<file path="src/rtl/ret_addr_pkg.sv">
package ret_addr_pkg;
  // Stack action selected for one cycle.
  typedef enum logic [1:0] {
    STK_IDLE = 2'b00,
    STK_POP  = 2'b01,
    STK_PUSH = 2'b10,
    STK_SWAP = 2'b11
  } stk_op_e;
endpackage

</file>
<file path="src/rtl/ret_ring_stack.sv">
module ret_ring_stack
  import ret_addr_pkg::*;
#(
  parameter int DEPTH  = 8,   // power of two, pointers wrap naturally
  parameter int ADDR_W = 32
) (
  input  logic              clk,
  input  logic              rst_n,
  input  logic              push_i,
  input  logic [ADDR_W-1:0] push_addr_i,
  input  logic              pop_i,
  output logic [ADDR_W-1:0] pop_addr_o,
  output logic              pop_valid_o,
  output logic              empty_o
);
  localparam int PTR_W = $clog2(DEPTH);
  localparam int CNT_W = $clog2(DEPTH + 1);
  localparam logic [CNT_W-1:0] FULL_CNT = CNT_W'(DEPTH);

  logic [ADDR_W-1:0] slot_q [DEPTH];
  logic [PTR_W-1:0]  wr_ptr_q, wr_ptr_d;   // next free slot
  logic [CNT_W-1:0]  cnt_q, cnt_d;
  logic [PTR_W-1:0]  top_idx, wr_idx;
  logic              wr_en, has_entry, at_full;
  stk_op_e           op;

  assign has_entry   = (cnt_q != '0);
  assign at_full     = (cnt_q == FULL_CNT);
  assign top_idx     = wr_ptr_q - 1'b1;
  assign empty_o     = !has_entry;
  assign pop_valid_o = pop_i && has_entry;
  assign pop_addr_o  = pop_valid_o ? slot_q[top_idx] : '0;

  always_comb begin
    op       = stk_op_e'({push_i, pop_valid_o});
    wr_ptr_d = wr_ptr_q;
    cnt_d    = cnt_q;
    wr_en    = 1'b0;
    wr_idx   = wr_ptr_q;
    unique case (op)
      STK_PUSH: begin
        wr_en    = 1'b1;
        wr_ptr_d = wr_ptr_q + 1'b1;
        // at capacity the bottom moves with the top: oldest entry is lost
        if (!at_full) cnt_d = cnt_q + 1'b1;
      end
      STK_POP: begin
        wr_ptr_d = top_idx;
        cnt_d    = cnt_q - 1'b1;
      end
      STK_SWAP: begin
        wr_en  = 1'b1;
        wr_idx = top_idx;
      end
      default: ;
    endcase
  end

  always_ff @(posedge clk or negedge rst_n) begin
    if (!rst_n) begin
      wr_ptr_q <= '0;
      cnt_q    <= '0;
    end else begin
      wr_ptr_q <= wr_ptr_d;
      cnt_q    <= cnt_d;
    end
  end

  for (genvar g = 0; g < DEPTH; g++) begin : g_slot
    always_ff @(posedge clk) begin
      if (wr_en && (wr_idx == PTR_W'(g))) slot_q[g] <= push_addr_i;
    end
  end

  assert_count_bound_R3: assert property (@(posedge clk) disable iff (!rst_n)
    cnt_q <= FULL_CNT);
  assert_push_never_refused_R3: assert property (@(posedge clk) disable iff (!rst_n)
    (push_i && !pop_i) |=> !empty_o);
  assert_empty_pop_invalid_R4: assert property (@(posedge clk) disable iff (!rst_n)
    (pop_i && empty_o) |-> !pop_valid_o);
  assert_swap_keeps_count_R5: assert property (@(posedge clk) disable iff (!rst_n)
    (push_i && pop_i && !empty_o) |=> $stable(cnt_q));
endmodule

</file>
<file path="src/rtl/release_token_counter.sv">
module release_token_counter #(
  parameter int TOK_MAX = 15
) (
  input  logic clk,
  input  logic rst_n,
  input  logic token_i,
  input  logic jalr_done_i,
  input  logic flush_i,
  output logic release_o
);
  localparam int TOK_W = $clog2(TOK_MAX + 1);
  localparam logic [TOK_W-1:0] TOK_TOP = TOK_W'(TOK_MAX);

  logic [TOK_W-1:0] tok_q, tok_d;
  logic             take, give, none_left;

  assign none_left = (tok_q == '0);
  assign release_o = jalr_done_i && none_left;
  assign take      = jalr_done_i && !none_left;
  assign give      = token_i && ((tok_q != TOK_TOP) || take);

  always_comb begin
    tok_d = tok_q;
    if (flush_i)           tok_d = '0;
    else if (give && !take) tok_d = tok_q + 1'b1;
    else if (take && !give) tok_d = tok_q - 1'b1;
  end

  always_ff @(posedge clk or negedge rst_n) begin
    if (!rst_n) tok_q <= '0;
    else        tok_q <= tok_d;
  end

  assert_flush_clears_R8: assert property (@(posedge clk) disable iff (!rst_n)
    flush_i |=> (tok_q == '0));
  assert_release_needs_jalr_R7: assert property (@(posedge clk) disable iff (!rst_n)
    release_o |-> jalr_done_i);
  assert_token_adds_R6: assert property (@(posedge clk) disable iff (!rst_n)
    (token_i && !jalr_done_i && !flush_i && (tok_q != TOK_TOP)) |=> (tok_q == $past(tok_q) + 1'b1));
  assert_saturate_R9: assert property (@(posedge clk) disable iff (!rst_n)
    (!flush_i && !jalr_done_i && (tok_q == TOK_TOP)) |=> (tok_q == TOK_TOP));
endmodule

</file>
<file path="src/rtl/ret_addr_ring.sv">
module ret_addr_ring #(
  parameter int DEPTH   = 8,
  parameter int ADDR_W  = 32,
  parameter int TOK_MAX = 15
) (
  input  logic              clk,
  input  logic              rst_n,
  input  logic              push_i,
  input  logic [ADDR_W-1:0] push_addr_i,
  input  logic              pop_i,
  output logic [ADDR_W-1:0] pop_addr_o,
  output logic              pop_valid_o,
  output logic              empty_o,
  input  logic              jalr_done_i,
  input  logic              flush_i,
  output logic              stall_release_o
);
  logic pop_hit;

  ret_ring_stack #(.DEPTH(DEPTH), .ADDR_W(ADDR_W)) i_stack (
    .clk         (clk),
    .rst_n       (rst_n),
    .push_i      (push_i),
    .push_addr_i (push_addr_i),
    .pop_i       (pop_i),
    .pop_addr_o  (pop_addr_o),
    .pop_valid_o (pop_hit),
    .empty_o     (empty_o)
  );

  release_token_counter #(.TOK_MAX(TOK_MAX)) i_tokens (
    .clk         (clk),
    .rst_n       (rst_n),
    .token_i     (pop_hit),
    .jalr_done_i (jalr_done_i),
    .flush_i     (flush_i),
    .release_o   (stall_release_o)
  );

  assign pop_valid_o = pop_hit;

  assert_first_release_R1: assert property (@(posedge clk)
    (rst_n && !$past(rst_n) && jalr_done_i) |-> stall_release_o);
endmodule

</file>
<file path="config.mk">
export PLATFORM = sky130hd
export DESIGN_NAME = ret_addr_ring
export DESIGN_NICKNAME = d
export VERILOG_FILES = /design/src/rtl/ret_addr_pkg.sv /design/src/rtl/ret_ring_stack.sv /design/src/rtl/release_token_counter.sv /design/src/rtl/ret_addr_ring.sv
export SDC_FILE = /design/constraint.sdc
export NUM_CORES = 1
export LEC_CHECK = 0
export ABC_AREA = 0
export CAP_MARGIN = 20
export CORE_MARGIN = 2
export CORE_UTILIZATION = 45
export DETAILED_ROUTE_END_ITERATION = 6
export PLACE_DENSITY_LB_ADDON = 0.08
export SETUP_SLACK_MARGIN = 0.15
export SLEW_MARGIN = 20
export SYNTH_ARGS = -nofsm -noshare
export SYNTH_HDL_FRONTEND = slang
export SYNTH_SLANG_ARGS = --single-unit
</file>
<file path="constraint.sdc">
create_clock -name clk -period 4 [get_ports clk]
set_clock_uncertainty 0.05 [all_clocks]
set_input_delay 0.8 -clock clk [delete_from_list [all_inputs] [get_ports clk]]
set_output_delay 0.8 -clock clk [all_outputs]
set_load 0.05 [all_outputs]
</file>
* Word-level counts from Yosys, hierarchy flattened
Memories as Yosys holds them, arrays and structs flattened.
Cells that the tools add are included.
** Operators by class
- $add $sub $neg :: 6
- Equality and inequality tests :: 13
- Multiplexer cells :: 46
- Reductions and logical operators :: 33
** Operator list (number)
- $mux 32 :: 8
- $reduce_or 32->1 :: 7
- $mux 1 :: 24
- $mux 3 :: 8
- $mux 4 :: 4
- $logic_and 1x1->1 :: 14
- $eq 3x3->1 const B :: 4
- $add 4x1->4 const B :: 2
- $pmux 4 s2 :: 1
- $sub 4x1->4 const B :: 2
- $eq 3x2->1 const B :: 2
- $pmux 3 s2 :: 1
- $eq 2x2->1 const B :: 2
- $eq 4x4->1 const B :: 1
- $logic_not 1->1 :: 4
- $logic_not 4->1 :: 1
- $ne 4x4->1 const B :: 1
- $reduce_bool 4->1 :: 1
- $add 3x1->3 const B :: 1
- $eq 3x1->1 const B :: 1
- $logic_not 3->1 :: 1
- $reduce_bool 3->1 :: 1
- $sub 3x1->3 const B :: 1
- $eq 2x1->1 const B :: 1
- other kinds (5) :: 5
** Storage, ports and cells
- Register bits :: 11
- RAM bits :: 256
- Input port bits :: 38
- Output and inout bits :: 35
- Logic and storage cells :: 102
- Memories kept :: 1
** Memory list
- i_stack.slot_q :: depth 8, width 32, read ports 1, clocked after memory_dff 0, wr ports 1, line ret_ring_stack.sv:20 : logic [ADDR_W-1:0] slot_q [DEPTH];

* Depth between registers and ports, before layout
- Depth after elaboration :: 16
- Mapped depth :: 9
- Gate-level depth less buffers :: 7

* Hierarchy
Synthesis repeated with hierarchy kept, for this count alone.
** Second synthesis, totals
- Cells, all modules :: 558
- Area, all modules :: 10726.5 um^2
** Modules (own cells, without submodules)
- ret_ring_stack :: instances 1, cells each 515, area each 10329.9 um^2, sequential area each 7862.5 um^2
- release_token_counter :: instances 1, cells each 43, area each 396.6 um^2, sequential area each 100.1 um^2

* Worst setup path before layout
No wires, ideal clock.
- Path kind :: input port to flip-flop
- Start :: in pop_i
- End :: mem i_stack.slot_q[3][0] (enable)
- Setup time :: 0.421 ns
- Data arrival time :: 3.440 ns
- Data required time :: 3.529 ns
- Slack :: 0.089 ns
- Stages :: 6
- Path buffers :: 0
- Cell sequence :: o41a_1 ha_1 inv_1 nor3_1 a21oi_1 nor2_1
** On the way
- Word-level cells in the longest chain between the ends :: 15
- Elaborated cells on any way between the ends :: 59
- Classes of those cells :: 9 x eq/ne; 32 x mux; 18 x reduce/logical
** Ends and longest elaborated chain
- start: declaration :: line ret_addr_ring.sv:10 : input logic pop_i,
- $logic_and 1x1->1 * :: line ret_ring_stack.sv:31 : assign pop_valid_o = pop_i && has_entry;
- $eq 2x2->1 :: line ret_ring_stack.sv:40 : unique case (op)
- $mux 3 / $reduce_or 2->1 (equally long branches)
- $eq 3x1->1 / $mux 1 (equally long branches) :: line ret_ring_stack.sv:71, ret_ring_stack.sv:40
- $logic_and 1x1->1 :: line ret_ring_stack.sv:71 : if (wr_en && (wr_idx == PTR_W'(g))) slot_q[g] <= push_addr_i;
- $mux 1 :: line ret_ring_stack.sv:71
- $mux 1 (implied by the code) :: line ret_ring_stack.sv:71
- $reduce_or 32->1 (no source line)
- $mux 3 (no source line) / $mux 1 (equally long branches) (7 in a row)
- end: declaration :: line ret_ring_stack.sv:20
Every way passes the cells marked *; elsewhere a longest branch is shown, timed or not.

* Final worst setup path
- Start :: reg i_stack.wr_ptr_q[0]
- End :: out pop_addr_o[12]
** On the way
- Word-level cells in the longest chain between the ends :: 3
** Ends and longest elaborated chain
- start: declaration :: line ret_ring_stack.sv:21 : logic [PTR_W-1:0] wr_ptr_q, wr_ptr_d;
- start signal: assignment :: line ret_ring_stack.sv:64 : wr_ptr_q <= wr_ptr_d;
- $sub 3x1->3 :: line ret_ring_stack.sv:29 : assign top_idx = wr_ptr_q - 1'b1;
- $mem_v2 8x32
- $mux 32 :: line ret_ring_stack.sv:32 : assign pop_addr_o = pop_valid_o ? slot_q[top_idx] : '0;
- end: declaration :: line ret_addr_ring.sv:11 : output logic [ADDR_W-1:0] pop_addr_o,
Every way passes these cells.

==> summary.txt <==
Run status
  • Outcome: finished, final reports clean

Worst hold path
  • Hold path start: i_stack.cnt_q[0]
  • HP Class: register to register

Clocking
  • Clock transition at path regs: 0.06 ns
  • CTS Root Cell: clkbuf_16
  • Cts bufs inserted: 29
  • CTS HTree Levels: 1
  • CTS tree: built
  • Post-CTS Setup Inserts: 0
  • Clock Path Buffers: 3
  • Clk_lat worst skew: 0.55 ns
  • TritonCTS sink count: about 270

Drt
  • DRT Wirelength: 21450 µm
  • Vias: 5292
  • Wire per inst: 21.69 µm
  • Post-route DRC violation count: 0
  • Post-route ant nets: 0
  • First-pass DRT Iterations: 4
  • Initial DRC count: ~400
  • Via density: roughly 5.4

Run
  • Max-Cap Viols: 0

STA
  • Final min period: roughly 3.6 ns
  • RSZ-0062 raised after global routing: no
  • Achievable frequency: between 0.2 and 0.3 GHz
  • Worst slew margin: 41.14%
  • Final hold slack: 0.5260 ns
  • Setup Viol. Count Final: 0
  • Final Max Tran Viols: 0
  • Least-Margin Pin Slew: 0.8829 ns
  • Final clock period utilization by the worst path: roughly 90%
  • Endpoints failing hold: 0
  • Setup TNS: 0 ns

Synthesis
  • Number of synthesized register bits: 267
  • Post-synth EDFFs: 256
  • Main area contributors after synthesis: edfxtp_1, mux4_2, dfrtp_1
  • Simple-Gate Fraction of Synth Area: 3.935%
  • Synth Area in Adders: 1.446%
  • Mapped Cells: 546
  • Synth area leader: edfxtp_1
  • Post-Syn Area: about 11000 µm²
  • Synth Flop Type: edfxtp_1
  • Post-synthesis xor/xnor area fraction: 0.7466%
  • Fraction of registers with async set or reset after synthesis: 4.120%
  • Mux cell area share after synthesis: 14.19%
  • Area share of the largest cell type after synthesis: between 70% and 80%
  • Compound-Gate Fraction of Synth Area: 2.821%
  • Register area share after synthesis: 75.42%
  • Main combinational cell family by area after synthesis: multiplexers
  • Syn avg cell area: 19.34 µm²
  • Synthesized netlist net count: 595
  • Netlist cell types: 37
  • Synth warn: 0

Setup path
  • Crit path capture type: output port
  • Crit. Startpoint: i_stack.wr_ptr_q[0]
  • Critical Path RT: 3.15 ns
  • Critical path arrival: 2.75 ns
  • Max Fanout on Critical Path: 33
  • Critical Path Source Type: register
  • WS Path Type: register to output port
  • R2R Path Start: i_stack.wr_ptr_q[0]

Cells and area
  • Fin nets: 697
  • N_diodes: 0
  • Area Overhead vs Synth: 24.14%
  • Final core occ: 56.34%
  • Share of layout cells above drive strength 1: 26.42%
  • Most common cell after layout, fill and taps aside: edfxtp_1
  • Most frequent cells in the layout: edfxtp_1, nand2_1, mux4_2

Floorplan
  • Die width: 157.2 µm
  • Starting Density: 45.39%
  • Core footprint: 23260 µm²
  • Floorplan row count: 56
  • Die height: 157.2 µm
  • IO Pins: 73
  • Full die area: between 20000 and 25000 µm²

Global routing
  • Initial antenna violation count: 0
  • Vias in the first global route: between 5000 and 6000
  • GRT Util Overall: 18.30%
  • First-pass GRT wire length: 33490 µm
  • Pin count of the biggest net entering global routing: 37
  • GRT overflow: 0

Placed design
  • HPWL Detailed: around 12000 µm
  • IO Port Bufs: 72
  • Gpl congestion: 0.7267

Power and ir drop
  • Final Power: 11600 µW
  • Leakage: between 0.004 and 0.005 µW
  • VDD IR max: 0.0006207 V
  • PwrDens: 885.3 nW/µm²
worst paths after layout:
| check | slack, ns | to | cells past startpoint |
|---|---|---|---|
| hold reg to reg | 0.53 | i_stack.cnt_q[0] | 1 |
| setup reg to reg | 1.21 | i_stack.slot_q[1][8] | 6 |
| hold / removal | 0.53 | i_stack.cnt_q[0] | 1 |
| setup / recovery | 0.40 | pop_addr_o[12] | 7 |
| min in group asynchronous | 0.56 | i_tokens.tok_q[3] | 1 |
| max in group asynchronous | 2.92 | i_stack.wr_ptr_q[0] | 1 |
cells in the mapped netlist (2+ instances only):
cell type    n
nor3_1       8
inv_1        9
xnor2_1      6
edfxtp_1   256
xor2_1       3
fa_1         2
dfrtp_1     11
nor2_1      14
a21oi_1     38
nand2_1     67
buf_2       10
nor4_1       2
ha_1         9
a21o_1       2
mux4_2      64
clkbuf_1    13
o21ai_1      2
nor2b_1      2
buf_1        3
nand3_1      3
mux2i_1      3
o21ai_0      2
a31oi_1      3
stage by stage:
step                std cells  cell area (µm²)  worst slack [ns]
detailed placement        936            12220            0.5565
global placement          936            12220            0.5754
finish                    989            13110            0.3964
floorplan                 546            10560           0.08860
global route              989            13110            0.2346
CTS                       989            13100            0.2131
cell type report:
type,instances,area (µm²)
fill,1793,10160
inverter,11,42.54
multi-input combinational,242,2542
timing repair buffer,97,1279
sequential,267,7966
clock buffer,37,755.7
tap,319,399.1
clock inverter,16,121.4
flip-flops by register name (all words and copies together) (netlist names):
name	count
i_stack.slot_q	256
i_stack.cnt_q	4
i_stack.wr_ptr_q	3
i_tokens.tok_q	4
critical path: stages, from the launching register on:
cell and delay (ns):
dfrtp_4 0.42, inv_1 0.10, ha_2 0.34, buf_4 0.44
mux4_2 0.29, nand2_1 0.06, a21oi_1 0.35, buf_12 0.19
logic make-up after synthesis:
kind of cell / count (synthesis)
AO/OA/AOI/OAI: 53
XOR/XNOR: 9
adder cells (fa/ha/maj): 11
buffers and inverters: 37
flip-flops: 267
multiplexers: 69
AND/OR/NAND/NOR: 100
layer usage:
layer | up-vias | track usage, % | wire (µm)
met4 | 0 | 4.372 | 418
met3 | 31 | 2.808 | 947
li1 | 2388 | - | -
met5 | - | 0 | 0
met1 | 2763 | 25.88 | 9403
met2 | 110 | 30.32 | 10680
power by group:
group	switching, µW	internal [µW]
combinational	3050	2390
sequential	157	3560
clock	1050	1400
timing repair:
item,in CTS,in global routing
hold buffers,0,0
endpoints found under the setup margin,0,12
gates resized for setup,0,1
No activity file was read; power rests on OpenSTA's default activity.
